--- config.mk ---
export PLATFORM = sky130hd
export DESIGN_NAME = mmt_chan
export DESIGN_NICKNAME = d
export VERILOG_FILES = /design/src/rtl/mmt_pkg.sv /design/src/rtl/mmt_sync.sv /design/src/rtl/mmt_decode.sv /design/src/rtl/mmt_count.sv /design/src/rtl/mmt_chan.sv
export SDC_FILE = /design/constraint.sdc
export NUM_CORES = 1
export LEC_CHECK = 0
export CORE_MARGIN = 3
export CORE_UTILIZATION = 39
export CTS_CLUSTER_DIAMETER = 200
export DETAILED_ROUTE_END_ITERATION = 12
export GPL_TIMING_DRIVEN = 0
export PLACE_DENSITY = 0.67
export SLEW_MARGIN = 20
export SYNTH_ARGS = -nofsm -noshare
export SYNTH_HDL_FRONTEND = slang
export SYNTH_HIERARCHICAL = 1
export SYNTH_SLANG_ARGS = --single-unit
--- constraint.sdc ---
create_clock -name clk -period 3.2 [get_ports clk]
set_clock_uncertainty 0.05 [all_clocks]
set_input_delay 0.32 -clock clk [delete_from_list [all_inputs] [get_ports clk]]
set_output_delay 0.32 -clock clk [all_outputs]
set_load 0.005 [all_outputs]
--- src/rtl/mmt_pkg.sv ---
package mmt_pkg;
  typedef enum logic [1:0] {
    MODE_EDGE  = 2'b00,
    MODE_GATED = 2'b01,
    MODE_QUAD  = 2'b10,
    MODE_DIR   = 2'b11
  } mmt_mode_e;

  // Position of a two-phase state along the up-counting cycle 00,10,11,01
  function automatic logic [1:0] quad_pos(input logic a, input logic b);
    case ({a, b})
      2'b00:   quad_pos = 2'd0;
      2'b10:   quad_pos = 2'd1;
      2'b11:   quad_pos = 2'd2;
      default: quad_pos = 2'd3;
    endcase
  endfunction

  // True when the level change of a signal is one of the selected edges
  function automatic logic edge_hit(input logic [1:0] sel, input logic now_v,
                                    input logic old_v);
    edge_hit = (sel[0] & now_v & ~old_v) | (sel[1] & ~now_v & old_v);
  endfunction
endpackage

--- src/rtl/mmt_sync.sv ---
module mmt_sync #(
  parameter int N = 2
) (
  input  logic         clk,
  input  logic         rst_n,
  input  logic [N-1:0] raw,
  output logic [N-1:0] lvl,
  output logic [N-1:0] prv
);
  for (genvar i = 0; i < N; i++) begin : g_bit
    logic s1, s2, s3;
    always_ff @(posedge clk or negedge rst_n) begin
      if (!rst_n) begin
        s1 <= 1'b0;
        s2 <= 1'b0;
        s3 <= 1'b0;
      end else begin
        s1 <= raw[i];
        s2 <= s1;
        s3 <= s2;
      end
    end
    assign lvl[i] = s2;
    assign prv[i] = s3;
  end
endmodule

--- src/rtl/mmt_decode.sv ---
module mmt_decode
  import mmt_pkg::*;
(
  input  logic [1:0] mode,
  input  logic [1:0] edge_sel,
  input  logic       clk_en,
  input  logic [1:0] lvl,   // [0] pin_a, [1] pin_b
  input  logic [1:0] prv,
  output logic       step_up,
  output logic       step_dn
);
  logic [1:0] pos_now, pos_old, pos_diff;

  always_comb begin
    pos_now  = quad_pos(lvl[0], lvl[1]);
    pos_old  = quad_pos(prv[0], prv[1]);
    pos_diff = pos_now - pos_old;
    step_up  = 1'b0;
    step_dn  = 1'b0;
    case (mmt_mode_e'(mode))
      MODE_EDGE:  step_up = edge_hit(edge_sel, lvl[0], prv[0]);
      MODE_GATED: step_up = lvl[0] & clk_en;
      MODE_QUAD: begin
        step_up = (pos_diff == 2'd1);
        step_dn = (pos_diff == 2'd3);
      end
      default: begin
        step_up = edge_hit(2'b01, lvl[0], prv[0]) & lvl[1];
        step_dn = edge_hit(2'b01, lvl[0], prv[0]) & ~lvl[1];
      end
    endcase
  end
endmodule

--- src/rtl/mmt_count.sv ---
module mmt_count #(
  parameter int W = 8
) (
  input  logic         clk,
  input  logic         rst_n,
  input  logic         clr,
  input  logic         load,
  input  logic [W-1:0] load_val,
  input  logic [W-1:0] modulo,
  input  logic         step_up,
  input  logic         step_dn,
  output logic [W-1:0] count,
  output logic         tc_flag
);
  logic [W-1:0] nxt;
  logic         wrap;

  always_comb begin
    nxt  = count;
    wrap = 1'b0;
    if (step_up) begin
      if (count >= modulo) begin
        nxt  = '0;
        wrap = 1'b1;
      end else begin
        nxt = count + 1'b1;
      end
    end else if (step_dn) begin
      if (count == '0) begin
        nxt  = modulo;
        wrap = 1'b1;
      end else begin
        nxt = count - 1'b1;
      end
    end
  end

  always_ff @(posedge clk or negedge rst_n) begin
    if (!rst_n) begin
      count   <= '0;
      tc_flag <= 1'b0;
    end else if (clr) begin
      count   <= '0;
      tc_flag <= 1'b0;
    end else if (load) begin
      count   <= load_val;
      tc_flag <= 1'b0;
    end else begin
      count   <= nxt;
      tc_flag <= wrap;
    end
  end
endmodule

--- src/rtl/mmt_chan.sv ---
module mmt_chan #(
  parameter int W = 8
) (
  input  logic         clk,
  input  logic         rst_n,
  input  logic [1:0]   mode,
  input  logic [1:0]   edge_sel,
  input  logic         clk_en,
  input  logic         pin_a,
  input  logic         pin_b,
  input  logic         clr,
  input  logic         load,
  input  logic [W-1:0] load_val,
  input  logic [W-1:0] modulo,
  output logic [W-1:0] count,
  output logic         tc_flag
);
  localparam int NPIN = 2;

  logic [NPIN-1:0] pin_lvl, pin_prv;
  logic            step_up, step_dn;
  logic            a_chg, b_chg, gate_lvl;

  assign a_chg    = pin_lvl[0] ^ pin_prv[0];
  assign b_chg    = pin_lvl[1] ^ pin_prv[1];
  assign gate_lvl = pin_lvl[0];

  mmt_sync #(.N(NPIN)) u_sync (
    .clk(clk), .rst_n(rst_n), .raw({pin_b, pin_a}),
    .lvl(pin_lvl), .prv(pin_prv)
  );

  mmt_decode u_dec (
    .mode(mode), .edge_sel(edge_sel), .clk_en(clk_en),
    .lvl(pin_lvl), .prv(pin_prv), .step_up(step_up), .step_dn(step_dn)
  );

  mmt_count #(.W(W)) u_cnt (
    .clk(clk), .rst_n(rst_n), .clr(clr), .load(load), .load_val(load_val),
    .modulo(modulo), .step_up(step_up), .step_dn(step_dn),
    .count(count), .tc_flag(tc_flag)
  );
endmodule

==> flow_summary.toml <==
[status]
status = "finished clean"

[synth]
seq_area_frac_synth_pct = 24.4
syn_area_sq_um = 1540
ys_warn_count = 6
async_flop_share_pct = 100
netlist_instances = 182
ys.flop_type = "dfrtp_1"
synthesis.nets = 225
synth_edf_count = 0
syn_avg_cell_area_sq_um = 8.47
ys_seq_elements = 15
ys_types = 50

[routing]
viasPerCell = 5.53
routed_wl_um = 4210
ant_nets = 0
drtPass1Iterations = 4
drc_errors = 0
routedWlPerCell_um = 15.3
vias = 1525
drt-initial-drc-count = 56

[place]
dpl.cell_count = 264
dp_slack_ns = -0.348
gp_congestion = 0.875
dp_hpwl_um = 2960
io_buffers = 34

[global_route]
grt_max_degree = 16
antenna_found_initial = 0
grt_usage_pct = 18.4
grt_pass1_wl_um = 6580
grt_pass1_vias = 1379
grt_overflow = 0

[worst_setup_path]
critical_path.max_fanout = 7
r2r-start = "u_sync/g_bit[0].s2$_DFF_PN0_"
cp_data_arrival_time_ns = 3.24
start_kind = "flop"
worstReg2RegEnd = "u_cnt/count[2]$_DFFE_PN0P_"
cp_data_required_time_ns = 3.34
reg2reg_slack_ns = 0.1
criticalPathCategory = "reg2reg"
reg2reg_depth = 13
cp-end-kind = "flop"

[timing]
setup_viol = 0
layout_min_cycle_time_ns = 3.10
fin_ws_ns = 0.0957
rsz0062_at_grt = "yes"
final_hold_viol_count = 0
relSlewSlack_pct = 50.9
finalMaxSlewViolations = 0
worst-slew-pin-transition_ns = 0.735
setup_tns_ns = 0
fmax_mhz = 322
timing.final.crit_share_pct = 97.0

[floorplan]
die_y_um = 68.9
fp.coreArea_sq_um = 3740
ios = 36
die_area_sq_um = 4740
initial_core_util_pct = 41.2
die_w_um = 68.9
fp-row-count = 22

[min_path]
hold_end = "u_sync/g_bit[0].s2$_DFF_PN0_"
hp-start = "u_sync/g_bit[0].s1$_DFF_PN0_"
hp-class = "reg2reg"
hold_path_depth = 0

[clock_network]
h-tree-depth = 1
path_clk_slew_ns = 0.07
clk_path_buf_depth = 2
tritoncts = "done"
cts_buffers = 3
clockRootBuffer = "clkbuf_8"
cts_sinks = 15
ctsHoldBuffers = 0
clock_latency_ns = 0.25

[pwr]
p_leak_nw = 0.930
power.net_switching_w = 0.000322
irDropWorstVdd_uv = 194
internal_power_w = 0.000528
power.share.clock_pct = 18.6
p_total_w = 0.000850
swShare_pct = 37.9
p_per_area_nw_per_um2 = 392
p_seq_share_pct = 27.5
comb_power_share_pct = 54.0

[cells_and_area]
final_cell_mix = "clkdlybuf4s50_1, dfrtp_1, inv_1"
fin_nets = 272
utilization_pct = 58.0
area_delta_synth_final_pct = 40.7
layout_commonest_cell = "clkdlybuf4s50_1"
layout-drive-gt1-share_pct = 16.7
fin_cells = 276
diodes = 0

[flow_run]
drv_cap = 0
[routing by layer]
layer  share of wire, %  global-route usage, %  vias up
met5                  0                      0        -
met4                1.2                   5.11        0
met3                6.5                   1.46        6
met2                 46                   28.0       65
met1                 47                   27.8      693
li1                   -                      -      761
[critical path: stages, from the launching register on]
cell,delay [ns]
dfrtp_1,0.38
buf_6,0.13
inv_4,0.06
ha_4,0.20
ha_4,0.15
or3_4,0.38
a2111oi_4,0.38
o32a_4,0.27
clkinvlp_4,0.11
a211oi_2,0.20
o31a_1,0.17
buf_6,0.13
or3b_1,0.35
nand3_1,0.08
[cells in the mapped netlist, types with 2 or more instances]
library cell   n  area, sq um
a21oi_1       10         50.1
a31oi_1        3         18.8
a32oi_1        4         35.0
a41oi_1        2         17.5
buf_2          2         10.0
buf_4          4         30.0
buf_6          2         22.5
clkbuf_1       6         22.5
dfrtp_1       15          375
ha_1          16          200
inv_1         18         67.6
mux2i_1        4         40.0
nand2_1       12         45.0
nand2b_1       6         37.5
nand3_1       11         55.1
nand3b_1       4         30.0
nand4_1        4         25.0
nor2_1         6         22.5
nor2b_1        2         12.5
nor3_1         6         30.0
nor3b_1        2         15.0
o21ai_0        6         30.0
o41ai_1        3         26.3
or3_1          2         12.5
or4_1          2         15.0
xnor2_1        5         43.8
xor2_1         2         17.5
[flip-flops by register name, indices dropped and copies added (netlist names)]
register	flops
u_cnt/tc_flag	1
u_cnt/count	8
u_sync/g_bit.s2	2
u_sync/g_bit.s1	2
u_sync/g_bit.s3	2
[power by group through the flow]
stage          clock network (W)  registers [W]  logic (W)
3_3_place_gp                   0       0.000237   0.000403
3_5_place_dp                   0       0.000237   0.000404
5_1_grt                 0.000173       0.000237   0.000504
6_report                0.000158       0.000233   0.000459
4_1_cts                 0.000163       0.000233   0.000419
2_1_floorplan                  0       0.000234   0.000272
[cell type report]
type | instances | area, sq um
Buffer | 13 | 90.1
Clock buffer | 3 | 41.3
Clock inverter | 1 | 5.00
Fill cell | 347 | 1570
Inverter | 18 | 73.8
Multi-Input combinational cell | 135 | 1120
Sequential cell | 15 | 375
Tap cell | 48 | 60.1
Timing Repair Buffer | 43 | 408
[worst max path at each step]
stage          cells after the start                         end  slack (ns)                    startpoint
5_1_grt                           14  u_cnt/count[6]$_DFFE_PN0P_       -0.03  u_sync/g_bit[0].s3$_DFF_PN0_
3_3_place_gp                      13  u_cnt/count[2]$_DFFE_PN0P_       -0.33  u_sync/g_bit[0].s2$_DFF_PN0_
3_5_place_dp                      13  u_cnt/count[2]$_DFFE_PN0P_       -0.35  u_sync/g_bit[0].s2$_DFF_PN0_
6_report                          13  u_cnt/count[2]$_DFFE_PN0P_         0.1  u_sync/g_bit[0].s2$_DFF_PN0_
2_1_floorplan                     13  u_cnt/count[2]$_DFFE_PN0P_        0.10  u_sync/g_bit[0].s2$_DFF_PN0_
4_1_cts                           13  u_cnt/count[2]$_DFFE_PN0P_        0.03  u_sync/g_bit[0].s2$_DFF_PN0_
[kinds of logic after synthesis]
logic type	synth area share, %
compound gates	20.0
xor+xnor	5.52
fa+ha+maj	13.0
buf+inv	9.90
flops	24.4
mux	3.33
simple gates	23.9
[per-stage QoR]
stage	area, sq um	hold WS [ns]
2_1_floorplan	1540	-0.0256
3_3_place_gp	1940	0.281
3_5_place_dp	1940	0.285
4_1_cts	2030	0.300
5_1_grt	2170	0.307
6_report	2170	0.298
[timing repair]
| action | 4_1_cts | 5_1_grt |
|---|---|---|
| gates cloned | 0 | 0 |
| buffers inserted | 2 | 7 |
| gates resized for setup | 6 | 16 |
| endpoints found under the hold margin | 0 | 0 |
| endpoints found under the setup margin | 9 | 6 |
| pin swaps | 2 | 7 |
(Power assumes the default switching activity.)
